File: src/rtl/integ_timer_pkg.sv
package integ_timer_pkg;

    typedef enum logic [1:0] {
        ST_IDLE = 2'd0,
        ST_AUTO = 2'd1,
        ST_MAN  = 2'd2
    } integ_state_e;

    localparam int unsigned SET_W = 8;

    typedef struct packed {
        integ_state_e     state;
        logic [SET_W-1:0] setting;
        logic             done;
    } integ_ctl_t;

endpackage

File: src/rtl/integ_prescaler.sv
module integ_prescaler #(
    parameter int unsigned TICKS = 4
) (
    input  logic clk,
    input  logic rst_n,
    input  logic run,
    output logic tick
);
    localparam int unsigned PW = (TICKS > 2) ? $clog2(TICKS) : 1;
    localparam logic [PW-1:0] LAST = PW'(TICKS - 1);

    logic [PW-1:0] pre_d, pre_q;

    always_comb begin
        tick  = run && (pre_q == LAST);
        pre_d = pre_q;
        if (!run) begin
            pre_d = '0;
        end else if (tick) begin
            pre_d = '0;
        end else begin
            pre_d = pre_q + 1'b1;
        end
    end

    always_ff @(posedge clk) begin
        if (!rst_n) begin
            pre_q <= '0;
        end else begin
            pre_q <= pre_d;
        end
    end

    // interval boundaries are never adjacent when TICKS >= 2
    assert_tick_gap_R2: assert property (@(posedge clk) disable iff (!rst_n)
        tick |=> !tick);

endmodule

File: src/rtl/integ_intcount.sv
module integ_intcount #(
    parameter int unsigned CW = 8
) (
    input  logic          clk,
    input  logic          rst_n,
    input  logic          active,
    input  logic          load,
    input  logic [CW-1:0] load_val,
    input  logic          dec,
    output logic          last
);
    logic [CW-1:0] rem_d, rem_q;

    always_comb begin
        rem_d = rem_q;
        if (load) begin
            rem_d = load_val;
        end else if (dec) begin
            rem_d = rem_q - 1'b1;
        end
        last = (rem_q == CW'(1));
    end

    always_ff @(posedge clk) begin
        if (!rst_n) begin
            rem_q <= '0;
        end else begin
            rem_q <= rem_d;
        end
    end

    // a running period always has intervals left to count
    assert_count_live_R2: assert property (@(posedge clk) disable iff (!rst_n)
        active |-> (rem_q != '0));

endmodule

File: src/rtl/integ_timer.sv
module integ_timer
    import integ_timer_pkg::*;
#(
    parameter int unsigned TICKS_PER_INTERVAL = 270000
) (
    input  logic       clk,
    input  logic       rst_n,
    input  logic [7:0] cfg_wdata,
    input  logic       cfg_we,
    input  logic       enable,
    input  logic       gate,
    output logic       integrating,
    output logic       done
);
    integ_ctl_t       ctl_d, ctl_q;
    logic             tick, last, load;
    logic [SET_W-1:0] load_val;
    logic             auto_run;

    assign auto_run = (ctl_q.state == ST_AUTO);
    assign load_val = SET_W'(0) - ctl_q.setting;

    integ_prescaler #(.TICKS(TICKS_PER_INTERVAL)) u_pre (
        .clk  (clk),
        .rst_n(rst_n),
        .run  (auto_run),
        .tick (tick)
    );

    integ_intcount #(.CW(SET_W)) u_cnt (
        .clk     (clk),
        .rst_n   (rst_n),
        .active  (auto_run),
        .load    (load),
        .load_val(load_val),
        .dec     (tick),
        .last    (last)
    );

    always_comb begin
        ctl_d      = ctl_q;
        ctl_d.done = 1'b0;
        load       = 1'b0;
        if (cfg_we) begin
            ctl_d.setting = cfg_wdata;
        end
        unique case (ctl_q.state)
            ST_IDLE: begin
                if (enable) begin
                    if (ctl_q.setting != '0) begin
                        ctl_d.state = ST_AUTO;
                        load        = 1'b1;
                    end else if (gate) begin
                        ctl_d.state = ST_MAN;
                    end
                end
            end
            ST_AUTO: begin
                if (!enable) begin
                    ctl_d.state = ST_IDLE;
                end else if (tick && last) begin
                    ctl_d.done = 1'b1;
                    if (ctl_q.setting != '0) begin
                        load = 1'b1;
                    end else begin
                        ctl_d.state = ST_IDLE;
                    end
                end
            end
            ST_MAN: begin
                if (!enable) begin
                    ctl_d.state = ST_IDLE;
                end else if (!gate) begin
                    ctl_d.done  = 1'b1;
                    ctl_d.state = ST_IDLE;
                end
            end
            default: ctl_d.state = ST_IDLE;
        endcase
    end

    always_ff @(posedge clk) begin
        if (!rst_n) begin
            ctl_q.state   <= ST_IDLE;
            ctl_q.setting <= '0;
            ctl_q.done    <= 1'b0;
        end else begin
            ctl_q <= ctl_d;
        end
    end

    assign integrating = (ctl_q.state != ST_IDLE);
    assign done        = ctl_q.done;

    // a low enable clears the integrating flag on the next clock
    assert_idle_when_disabled_R6: assert property (@(posedge clk) disable iff (!rst_n)
        !enable |=> !integrating);

    // completion pulse is one clock wide
    assert_done_one_clock_R4: assert property (@(posedge clk) disable iff (!rst_n)
        done |=> !done);

    // completion only ends a period that was running
    assert_done_after_integ_R2: assert property (@(posedge clk) disable iff (!rst_n)
        done |-> $past(integrating));

    // manual completion follows a low gate
    assert_man_done_gate_R8: assert property (@(posedge clk) disable iff (!rst_n)
        (done && $past(ctl_q.state == ST_MAN)) |-> !$past(gate));

endmodule

File: config.mk
export PLATFORM = sky130hd
export DESIGN_NAME = integ_timer
export DESIGN_NICKNAME = d
export VERILOG_FILES = /design/src/rtl/integ_timer_pkg.sv /design/src/rtl/integ_prescaler.sv /design/src/rtl/integ_intcount.sv /design/src/rtl/integ_timer.sv
export SDC_FILE = /design/constraint.sdc
export NUM_CORES = 1
export LEC_CHECK = 0
export BUFFER_PORTS_ARGS = -buffer_cell sky130_fd_sc_hd__buf_2
export CORE_MARGIN = 5
export CORE_UTILIZATION = 49
export DETAILED_ROUTE_END_ITERATION = 8
export MAX_ROUTING_LAYER = met4
export PLACE_DENSITY = 0.67
export SLEW_MARGIN = 0
export SYNTH_ARGS = -nofsm -noshare
export SYNTH_HDL_FRONTEND = slang
export SYNTH_SLANG_ARGS = --single-unit
File: constraint.sdc
create_clock -name clk -period 2.8 [get_ports clk]
set_input_delay 0.28 -clock clk [delete_from_list [all_inputs] [get_ports clk]]
set_output_delay 0.28 -clock clk [all_outputs]
set_load 0.1 [all_outputs]
==> results.toml <==
[status]
run_status = "finished clean"

[cells_and_area]
area_growth_pct = 11.2
fraction_of_final_layout_cells_with_drive_strength_greater_than_1_pct = 14.3
antennaDiodeCount = 0
stdcell_count = 311
fillerInstances = 392
num-nets-final = 278
post_layout_inst_area_sq_mm = 0.00236

[clock_tree]
clockRootBuffer = "sky130_fd_sc_hd__clkbuf_8"
clock_latency_ps = 300
clock_sinks = 38
cts_buffer_depth = 2
tritoncts = "yes"
numCtsBuffers = 5
cts.htree.levels = 2
post_cts_hold_buffer_count = 0
clk_transition_reported_paths_ps = 80
cts_setup_buffers = 0
cts_resized = 0

[synth]
yosysSeqAreaShare_pct = 35.8
yosys_register_bits = 38
postSynthNetCount = 264
avgSynthCellArea_sq_um = 8.71
total_number_of_yosys_warnings = 0
post_synth_inst_count = 244
synthesis.area_sq_mm = 0.00213
synth_cell_types = 47

[routing]
via_per_inst = 5.45
dr.first_iter.drc_count = 71
routed_wl_um = 4030
dr.pass1.iters = 4
drc_errors = 0
avgRoutedWirePerCell_um = 13.0
routed-via-count = 1696
detail-route-antenna-nets = 0

[setup_path]
rr_startpoint = "ctl_q[1]"
worstSetupStartpointType = "flip-flop"
setup.worst_path.end_class = "flip-flop"
count_of_cells_along_the_worst_register_to_register_path = 7
worstReg2RegEnd = "u_cnt.rem_q[2]"
worst-path-max-fanout = 7
r2r_setup_slack_ps = 500
required_time_of_the_critical_path_ps = 3000
cp_data_arrival_time_ps = 2500
crit_end = "u_cnt.rem_q[2]"
setup.worst_path.class = "reg -> reg"
crit_start = "ctl_q[1]"

[place]
post-place-cells = 303
dp.final_hpwl_um = 2930
place_area_sq_mm = 0.00222
place.port_buffers = 14
routability_congestion_estimate = 0.886

[min_path]
min-delay-path-class = "in -> reg"

[global_routing]
remaining_overflow_grt = 0
grt_start_max_net_pins = 26
global_route_wire_length_before_repair_um = 6890
globalRouteTotalUtil_pct = 16.3
first_global_vias = 1504
grt_antenna_before_repair = 0

[sta]
time_the_final_worst_path_needs_with_i_o_delays_and_setup_ps = 2300
fin_crit_sh_pct = 82.2
finalMaxSlewViolations = 0
grt_setup_unrepaired = "no"
slew_margin_rel_pct = 48.8
worst_pin_slew_ps = 757
fin_worst_skew_ps = 6.97
totalNegativeSetupSlack_ps = 0
hold_violations = 0
highest_clock_rate_mhz = 435
final-setup-viol-count = 0

[die]
core_area_sq_mm = 0.00429
core.rowCount = 24
start_util_pct = 49.5
die_height_um = 75.9
chipWidth_um = 75.9
fp.dieArea_sq_mm = 0.00576
ioPinCount = 15

[pwr]
vdd_drop_max_mv = 0.267
power.leakage_nw = 0.929
power.density_cell_area_mw_per_mm2 = 655
total_power_mw = 1.55

[job]
cap_viol_max_count = 0
logic make-up (layout without fill, tap and decap cells):
group	Yosys count	after routing	share of synthesized area (%)
AND/OR/NAND/NOR	113	113	30.5
flip-flops	38	38	35.8
AO/OA/AOI/OAI	31	31	10.2
XOR/XNOR	22	22	9.06
buffers and inverters	21	36	4.65
multiplexers	12	12	5.71
adder cells (fa/ha/maj)	7	7	4.12
critical path: stages (launching register included):
cell and delay [ps]:
sky130_fd_sc_hd__dfxtp_1 410, sky130_fd_sc_hd__inv_1 70, sky130_fd_sc_hd__ha_1 280, sky130_fd_sc_hd__and3_1 250, sky130_fd_sc_hd__nor4b_1 660, sky130_fd_sc_hd__o2111ai_1 170
sky130_fd_sc_hd__mux2_2 290, sky130_fd_sc_hd__o311ai_1 70
per-layer routing:
layer | wire, um | GRT usage, %
met5 | 0 | -
met1 | 2070 | 22.8
met4 | 65 | 6.02
met2 | 1650 | 21.2
met3 | 244 | 5.67
registers in the layout, indices dropped and copies added, names as in the netlist:
register and flops:
ctl_q 10, done 1, u_cnt.rem_q 8, u_pre.pre_q 19
worst min path at each step:
| stage | start | depth (start not counted) | slack [ps] | end |
|---|---|---|---|---|
| after detailed placement | u_pre.pre_q[0] | 1 | 430 | u_pre.pre_q[0] |
| final | cfg_wdata[3] | 3 | 230 | ctl_q[4] |
| after CTS | cfg_wdata[0] | 3 | 230 | ctl_q[1] |
| after global routing | cfg_wdata[7] | 3 | 230 | ctl_q[8] |
| after global placement | u_pre.pre_q[0] | 1 | 430 | u_pre.pre_q[0] |
| after floorplan | u_pre.pre_q[0] | 1 | 410 | u_pre.pre_q[0] |
placed cells by master (no fill, tap or decap), types with 9 or more instances in the layout:
cell type,instances
sky130_fd_sc_hd__xor2_1,11
sky130_fd_sc_hd__nand2_1,15
sky130_fd_sc_hd__buf_2,14
sky130_fd_sc_hd__nand3_1,12
sky130_fd_sc_hd__dfxtp_1,38
sky130_fd_sc_hd__mux2i_1,11
sky130_fd_sc_hd__inv_1,12
sky130_fd_sc_hd__a21oi_1,9
sky130_fd_sc_hd__nor2_1,29
sky130_fd_sc_hd__xnor2_1,11
sky130_fd_sc_hd__nor2b_1,11
cell type report:
class,instances,area [sq um],area share (%)
clock buffers,6,82.6,3.49
multi-input cells,185,1270,53.5
inverters,12,45.0,1.90
well taps,52,65.1,2.75
flip-flops and latches,38,761,32.2
repair buffers,16,85.1,3.60
clock inverters,2,60.1,2.54
per-stage QoR:
| stage | utilization, % | worst slack, ps | hold WS, ps |
|---|---|---|---|
| after floorplan | - | 671 | 413 |
| after global placement | 51.7 | 566 | 428 |
| after detailed placement | 51.7 | 560 | 434 |
| after CTS | 55.1 | 519 | 228 |
| after global routing | 55.1 | 334 | 233 |
| final | 55.1 | 499 | 235 |
cell usage after synthesis, drive strengths merged:
cell type  count  area [sq um]
dfxtp         38           761
nor2          30           120
nand2         15          56.3
inv           12          45.0
nand3         12          60.1
mux2i         11           110
nor2b         11          68.8
xnor2         11          96.3
xor2          11          96.3
a21oi          9          45.0
and3           8          52.6
nand4          8          50.1
ha             7          87.6
o21ai          7          35.0
clkbuf         6          36.3
nor4           5          31.3
nand4b         4          35.0
or3            4          25.0
a31oi          3          18.8
buf            3          17.5
nand3b         3          47.6
nor3           3          15.0
and4bb         2          25.0
o211a          2          20.0
o22ai          2          12.5
or2            2          12.5
a211oi         1          7.51
a221o          1          10.0
and2           1          7.51
and4           1          8.76
mux2           1          11.3
nand2b         1          6.26
nor3b          1          7.51
nor4b          1          8.76
o2111ai        1          8.76
o211ai         1          12.5
o21a           1          7.51
o311ai         1          8.76
o31a           1          8.76
o31ai          1          21.3
or4b           1          10.0
power breakdown:
group	internal (mW)	switching [mW]	total (mW)
combinational	0.135	0.218	0.353
clock	0.380	0.201	0.581
sequential	0.579	0.0368	0.616
total	1.09	0.456	1.55
No activity file was read; power rests on OpenSTA's default activity.
